<file path="src/rtl/pcim_pkg.sv">
// Package: shared types and flag indices for the PCI master sequencer.
// Assumes nothing beyond the users importing it.
package pcim_pkg;
    typedef enum logic [1:0] {
        ST_IDLE = 2'd0,
        ST_ADDR = 2'd1,
        ST_DATA = 2'd2
    } seq_state_t;

    localparam int FLG_N      = 3;
    localparam int FLG_TABORT = 0;
    localparam int FLG_MABORT = 1;
    localparam int FLG_SYSINT = 2;
endpackage

</file>
<file path="src/rtl/pcim_lat_counter.sv">
// Latency counter: loads on the frame-start edge, then counts down once per
// clock and holds at zero. Assumes load is a single-cycle strobe.
module pcim_lat_counter #(
    parameter int LAT_W = 8
) (
    input  logic             clk,
    input  logic             rst_n,
    input  logic             load,
    input  logic [LAT_W-1:0] load_val,
    output logic [LAT_W-1:0] count,
    output logic             expired
);
    // Load, decrement, or hold at zero.
    always_ff @(posedge clk) begin
        if (!rst_n)
            count <= '0;
        else if (load)
            count <= load_val;
        else if (count != '0)
            count <= count - LAT_W'(1);
    end

    assign expired = (count == '0);
endmodule

</file>
<file path="src/rtl/pcim_devsel_watch.sv">
// Device-select watchdog: counts the data-cycle edges on which DEVSEL is
// still high and flags a timeout on the WAIT-th one. It also remembers
// whether DEVSEL was seen, which the target-abort decode needs. Assumes
// arm is high for the single address cycle of each transaction.
module pcim_devsel_watch #(
    parameter int WAIT = 5
) (
    input  logic clk,
    input  logic rst_n,
    input  logic arm,
    input  logic active,
    input  logic sel_n,
    output logic seen,
    output logic timeout
);
    localparam int CW = $clog2(WAIT + 1);

    logic [CW-1:0] miss_cnt;

    // Track DEVSEL arrival and the count of missed samples.
    always_ff @(posedge clk) begin
        if (!rst_n || arm) begin
            seen     <= 1'b0;
            miss_cnt <= '0;
        end else if (active && !seen) begin
            if (!sel_n)
                seen <= 1'b1;
            else if (miss_cnt != CW'(WAIT - 1))
                miss_cnt <= miss_cnt + CW'(1);
        end
    end

    assign timeout = active && !seen && sel_n && (miss_cnt == CW'(WAIT - 1));
endmodule

</file>
<file path="src/rtl/pcim_flags.sv">
// Status flags with write-one-to-clear and the masked interrupt output.
// A set and a clear of the same flag in one cycle leave the flag set.
module pcim_flags
    import pcim_pkg::*;
(
    input  logic             clk,
    input  logic             rst_n,
    input  logic [FLG_N-1:0] set_vec,
    input  logic             clr,
    input  logic [FLG_N-1:0] clr_mask,
    input  logic             int_en,
    output logic [FLG_N-1:0] flags,
    output logic             int_n
);
    logic [FLG_N-1:0] clr_vec;

    // Select which flags the host clear strobe removes.
    always_comb clr_vec = clr ? clr_mask : '0;

    // Update flags: clear requested bits, then apply new events.
    always_ff @(posedge clk) begin
        if (!rst_n)
            flags <= '0;
        else
            flags <= (flags & ~clr_vec) | set_vec;
    end

    assign int_n = !(flags[FLG_SYSINT] && int_en);
endmodule

</file>
<file path="src/rtl/pcim_preempt_seq.sv">
// PCI bus master preemption sequencer (top). It runs one DMA job at a time
// in single-phase or burst mode, drives REQ/FRAME/IRDY from registers and
// samples GNT/DEVSEL/TRDY/STOP. Assumes it is the only initiator, that the
// target never signals retry or disconnect, and that job_len is nonzero.
module pcim_preempt_seq
    import pcim_pkg::*;
#(
    parameter int LEN_W       = 8,
    parameter int LAT_W       = 8,
    parameter int DEVSEL_WAIT = 5
) (
    input  logic             clk,
    input  logic             rst_n,
    input  logic             job_start,
    input  logic             job_burst,
    input  logic [LEN_W-1:0] job_len,
    input  logic [LAT_W-1:0] lat_timer,
    input  logic             int_en,
    input  logic             flag_clr,
    input  logic [2:0]       flag_clr_mask,
    input  logic             bgnt_n,
    input  logic             tgt_sel_n,
    input  logic             tgt_rdy_n,
    input  logic             tgt_stop_n,
    output logic             breq_n,
    output logic             frm_n,
    output logic             ird_n,
    output logic             job_busy,
    output logic             job_done,
    output logic             sts_tabort,
    output logic             sts_mabort,
    output logic             sts_sysint,
    output logic             int_n
);
    localparam logic [LEN_W-1:0] ONE = LEN_W'(1);
    localparam logic [LEN_W-1:0] TWO = LEN_W'(2);

    seq_state_t       state;
    logic             burst_q, busy_q, done_q;
    logic             frm_q, ird_q, req_q;
    logic [LEN_W-1:0] rem_q;
    logic [LAT_W-1:0] lat_cnt;
    logic             lat_exp, lat_load;
    logic             sel_seen, sel_timeout;
    logic             xfer, tabort, abort_any, preempt;
    logic [FLG_N-1:0] flag_set, flag_q;

    // The frame-start edge loads the latency counter.
    assign lat_load = (state == ST_IDLE) && busy_q && !bgnt_n;

    pcim_lat_counter #(.LAT_W(LAT_W)) u_lat (
        .clk      (clk),
        .rst_n    (rst_n),
        .load     (lat_load),
        .load_val (lat_timer),
        .count    (lat_cnt),
        .expired  (lat_exp)
    );

    pcim_devsel_watch #(.WAIT(DEVSEL_WAIT)) u_sel (
        .clk     (clk),
        .rst_n   (rst_n),
        .arm     (state == ST_ADDR),
        .active  (state == ST_DATA),
        .sel_n   (tgt_sel_n),
        .seen    (sel_seen),
        .timeout (sel_timeout)
    );

    // Decode the bus events sampled at this edge.
    always_comb begin
        xfer      = (state == ST_DATA) && !ird_q && !tgt_rdy_n && !tgt_sel_n;
        tabort    = (state == ST_DATA) && sel_seen && !tgt_stop_n && tgt_sel_n;
        abort_any = tabort || sel_timeout;
        preempt   = bgnt_n && lat_exp;
        flag_set             = '0;
        flag_set[FLG_TABORT] = tabort;
        flag_set[FLG_SYSINT] = tabort;
        flag_set[FLG_MABORT] = sel_timeout;
    end

    pcim_flags u_flags (
        .clk      (clk),
        .rst_n    (rst_n),
        .set_vec  (flag_set),
        .clr      (flag_clr),
        .clr_mask (flag_clr_mask),
        .int_en   (int_en),
        .flags    (flag_q),
        .int_n    (int_n)
    );

    // Main sequencer: job intake, phase control and request policy.
    always_ff @(posedge clk) begin
        if (!rst_n) begin
            state   <= ST_IDLE;
            burst_q <= 1'b0;
            busy_q  <= 1'b0;
            done_q  <= 1'b0;
            frm_q   <= 1'b1;
            ird_q   <= 1'b1;
            req_q   <= 1'b1;
            rem_q   <= '0;
        end else begin
            done_q <= 1'b0;
            unique case (state)
                ST_IDLE: begin
                    if (!busy_q) begin
                        if (job_start && job_len != '0) begin
                            busy_q  <= 1'b1;
                            burst_q <= job_burst;
                            rem_q   <= job_len;
                            req_q   <= 1'b0;
                        end
                    end else if (!bgnt_n) begin
                        state <= ST_ADDR;
                        frm_q <= 1'b0;
                        if (!burst_q && rem_q == ONE)
                            req_q <= 1'b1;
                    end
                end
                ST_ADDR: begin
                    state <= ST_DATA;
                    ird_q <= 1'b0;
                    if (!burst_q || rem_q == ONE) begin
                        frm_q <= 1'b1;
                        if (rem_q == ONE)
                            req_q <= 1'b1;
                    end
                end
                ST_DATA: begin
                    if (abort_any) begin
                        state  <= ST_IDLE;
                        frm_q  <= 1'b1;
                        ird_q  <= 1'b1;
                        req_q  <= 1'b1;
                        busy_q <= 1'b0;
                        done_q <= 1'b1;
                        rem_q  <= '0;
                    end else if (xfer) begin
                        rem_q <= rem_q - ONE;
                        if (frm_q) begin
                            state <= ST_IDLE;
                            ird_q <= 1'b1;
                            if (rem_q == ONE) begin
                                busy_q <= 1'b0;
                                done_q <= 1'b1;
                            end
                        end else if (rem_q == TWO || preempt) begin
                            frm_q <= 1'b1;
                            if (rem_q == TWO)
                                req_q <= 1'b1;
                        end
                    end
                end
                default: state <= ST_IDLE;
            endcase
        end
    end

    assign breq_n     = req_q;
    assign frm_n      = frm_q;
    assign ird_n      = ird_q;
    assign job_busy   = busy_q;
    assign job_done   = done_q;
    assign sts_tabort = flag_q[FLG_TABORT];
    assign sts_mabort = flag_q[FLG_MABORT];
    assign sts_sysint = flag_q[FLG_SYSINT];
endmodule

</file>
<file path="config.mk">
export PLATFORM = sky130hd
export DESIGN_NAME = pcim_preempt_seq
export DESIGN_NICKNAME = d
export VERILOG_FILES = /design/src/rtl/pcim_pkg.sv /design/src/rtl/pcim_lat_counter.sv /design/src/rtl/pcim_devsel_watch.sv /design/src/rtl/pcim_flags.sv /design/src/rtl/pcim_preempt_seq.sv
export SDC_FILE = /design/constraint.sdc
export NUM_CORES = 1
export LEC_CHECK = 0
export ABC_AREA = 1
export BUFFER_PORTS_ARGS = -buffer_cell sky130_fd_sc_hd__clkbuf_2
export CORE_ASPECT_RATIO = 1.5
export CORE_MARGIN = 1
export CORE_UTILIZATION = 33
export DETAILED_ROUTE_END_ITERATION = 10
export PLACE_DENSITY_LB_ADDON = 0.2
export SYNTH_ARGS = -nofsm -noshare
export SYNTH_HDL_FRONTEND = slang
export SYNTH_SLANG_ARGS = --single-unit
</file>
<file path="constraint.sdc">
create_clock -name clk -period 4.4 [get_ports clk]
set_input_delay 0.88 -clock clk [delete_from_list [all_inputs] [get_ports clk]]
set_output_delay 0.88 -clock clk [all_outputs]
set_load 0.02 [all_outputs]
</file>
==> flow_summary.toml <==
[clock_tree]
cts_tree = "built"
cts_setup_buffers = 0
clk_pin_slew_ns = 0.07
cts.htree.levels = 2
cts_resized = 0
numCtsBuffers = 5
cts-root-buf = "clkbuf_8"
hold_buffers = 0
cts_buffer_depth = 2
cts.sinks = 31
clk-insertion-delay-late_ns = 0.28

[routing]
wl_um = 4870
drc = 0
dr.pass1.iters = 4
drt_iter0_drc = 53
antenna_left = 0
dr_total_vias = 1984
vias_per_cell = 4.71
avgRoutedWirePerCell_um = 11.6

[yosys]
syn_avg_cell_area_um2 = 6.39
synth_edf_count = 0
syn_inst = 307
ys.warnings.count = 0
ys_types = 25
synth-compound-area-share_pct = 13.7
muxShareOfSynthArea_pct = 0
ys_seq_area_share_pct = 31.7
ys.flop_type = "dfxtp_1"
yosys.area_share.xor_xnor_pct = 3.13
syn_area_um2 = 1960
synth_top_family_by_area = "simple AND/OR/NAND/NOR gates"
synth_adder_area_share_pct = 7.66
ys_async_sr_fraction_pct = 0
synth-simple-area-share_pct = 35.0
synth_seq_cells = 31
syn_nets = 348

[layout]
final_cell_area_um2 = 2300
fillers = 667
fin_util_pct = 40.1
drive_gt1_share_pct = 15.2
mostFrequentLayoutCells = "nand2_1 (78), nor2_1 (56), inv_1 (41), clkbuf_2 (37), dfxtp_1 (31)"
final_common_cell = "nand2_1"
diodes = 0
nNetsFinal = 389
syn2layout_area_growth_pct = 17.4

[floorplanning]
rows = 34
fp.dieW_um = 64.9
ios = 38
start_util_pct = 34.1
core_um2 = 5740
dieHeight_um = 96.4
die-area_um2 = 6260

[power_and_ir_drop]
seqPwrFrac_pct = 29.6
leakage_nw = 1.16
clockPowerShare_pct = 13.7
p_int_mw = 0.807
powerDensity_nw_per_um2 = 686
net-switching-power_mw = 0.770
comb_power_share_pct = 56.8
ir_drop_v = 0.000259
sw_frac_of_total_pct = 48.8
p_total_mw = 1.58

[place]
place_hpwl_um = 3860
place_congestion = 0.873
dpl_cell_area_um2 = 2220
io_buffers = 37

[grt]
grt_use_total_pct = 16.9
grt_max_degree = 17
grt_pass1_wl_um = 8160
grt_overflow = 0
antenna_found_initial = 0
grtUsageMet2_pct = 33.3
use_met3_pct = 2.93
busiest_layer = "met2"
grt_pass1_vias = 1927
grtUsageMet1_pct = 16.9

[timing]
rsz0062_at_grt = "false"
period_minus_slack_ns = 2.07
finalSetupViolCount = 0
worstMarginPinSlew_ns = 0.620
finClkSkew_ns = 0.00725
fmax_ghz = 0.482
hold_viol_final = 0
slew_violations = 0
fin_setup_tns_ns = 0
hold_ws_ns = 0.465
period_share_pct = 47.1
relSlewSlack_pct = 58.4

[worst_setup_path]
endpoint_kind = "register"
critical_path_class = "register to register"
crit_arrival_ns = 2.22
cp.required_ns = 4.55
critPathMaxFanout = 9
critPathLaunchType = "register"

[worst_hold_path]
hold_class = "register to register"

[job]
cap_viol_max_count = 0

[outcome]
outcome = "completed"
flip-flops by register name, indices dropped and copies added, names as in the netlist:
register / count
rem_q: 8
u_lat.count: 8
u_flags.flags: 3
u_sel.miss_cnt: 3
state: 2
breq_n: 1
burst_q: 1
frm_n: 1
ird_n: 1
job_busy: 1
job_done: 1
u_sel.seen: 1
cells by family after synthesis:
family                   Yosys count
AND/OR/NAND/NOR                  164
AO/OA/AOI/OAI                     49
buffers and inverters             44
flip-flops                        31
adder cells (fa/ha/maj)           12
XOR/XNOR                           7
stage by stage:
step / setup slack (ns) / std cells
detailed placement: 2.22 / 413
floorplan: 2.49 / 307
global route: 2.13 / 421
CTS: 2.32 / 421
global placement: 2.30 / 413
finish: 2.33 / 421
path summary, 6_finish.rpt:
| path | from | to | slack [ns] | cells past startpoint |
|---|---|---|---|---|
| min | breq_n$_SDFFE_PN1P_ | breq_n$_SDFFE_PN1P_ | 0.46 | 2 |
| min reg2reg | breq_n$_SDFFE_PN1P_ | breq_n$_SDFFE_PN1P_ | 0.46 | 2 |
| max reg2reg | state[0]$_SDFFE_PN0P_ | u_lat.count[7]$_SDFFE_PN0P_ | 2.33 | 8 |
| max | state[0]$_SDFFE_PN0P_ | u_lat.count[7]$_SDFFE_PN0P_ | 2.33 | 8 |
cells in the mapped netlist, types with 2 or more instances:
master	count	area share (%)
xor2_1	5	2.2
nand4_1	4	1.3
nor2_4	2	1.1
inv_1	41	7.8
a21boi_1	2	0.77
clkbuf_1	2	0.38
nand2_2	3	0.96
dfxtp_1	31	32
xnor2_1	2	0.89
ha_1	12	7.7
nor3_1	3	0.77
nand2_1	78	15
a21oi_1	15	3.8
nor2_1	56	11
o21ai_0	24	6.1
nand3_1	15	3.8
a211oi_1	4	1.5
power groups by stage:
stage / Combinational (mW) / Clock [mW] / Sequential (mW)
2_1_floorplan: 0.708 / 0 / 0.465
3_3_place_gp: 0.895 / 0 / 0.475
3_5_place_dp: 0.893 / 0 / 0.475
4_1_cts: 0.902 / 0.226 / 0.468
5_1_grt: 1.05 / 0.236 / 0.480
6_report: 0.896 / 0.216 / 0.466
worst max-delay path: stages, from the launching register on:
cell and delay, ns:
dfxtp_1 0.37, inv_1 0.10, ha_1 0.27, nand2_1 0.17
nor2_2 0.10, nor3_1 0.55, inv_1 0.20, o21ai_0 0.13
a211oi_1 0.06
layer usage:
layer	vias to the layer above	wire length, um
li1	1054	-
met1	865	1960
met2	52	2610
met3	13	188
met4	0	118
met5	-	0
area by class of cell:
| cell class | instances | area [um2] | area share (%) |
|---|---|---|---|
| multi-input combinational | 232 | 1170 | 50.7 |
| sequential | 31 | 621 | 27.0 |
| timing repair buffer | 37 | 185 | 8.05 |
| inverter | 41 | 154 | 6.69 |
| tap | 72 | 90.1 | 3.92 |
| clock buffer | 5 | 68.8 | 2.99 |
| clock inverter | 3 | 15.0 | 0.653 |
Power figures use the tool's default switching activity.
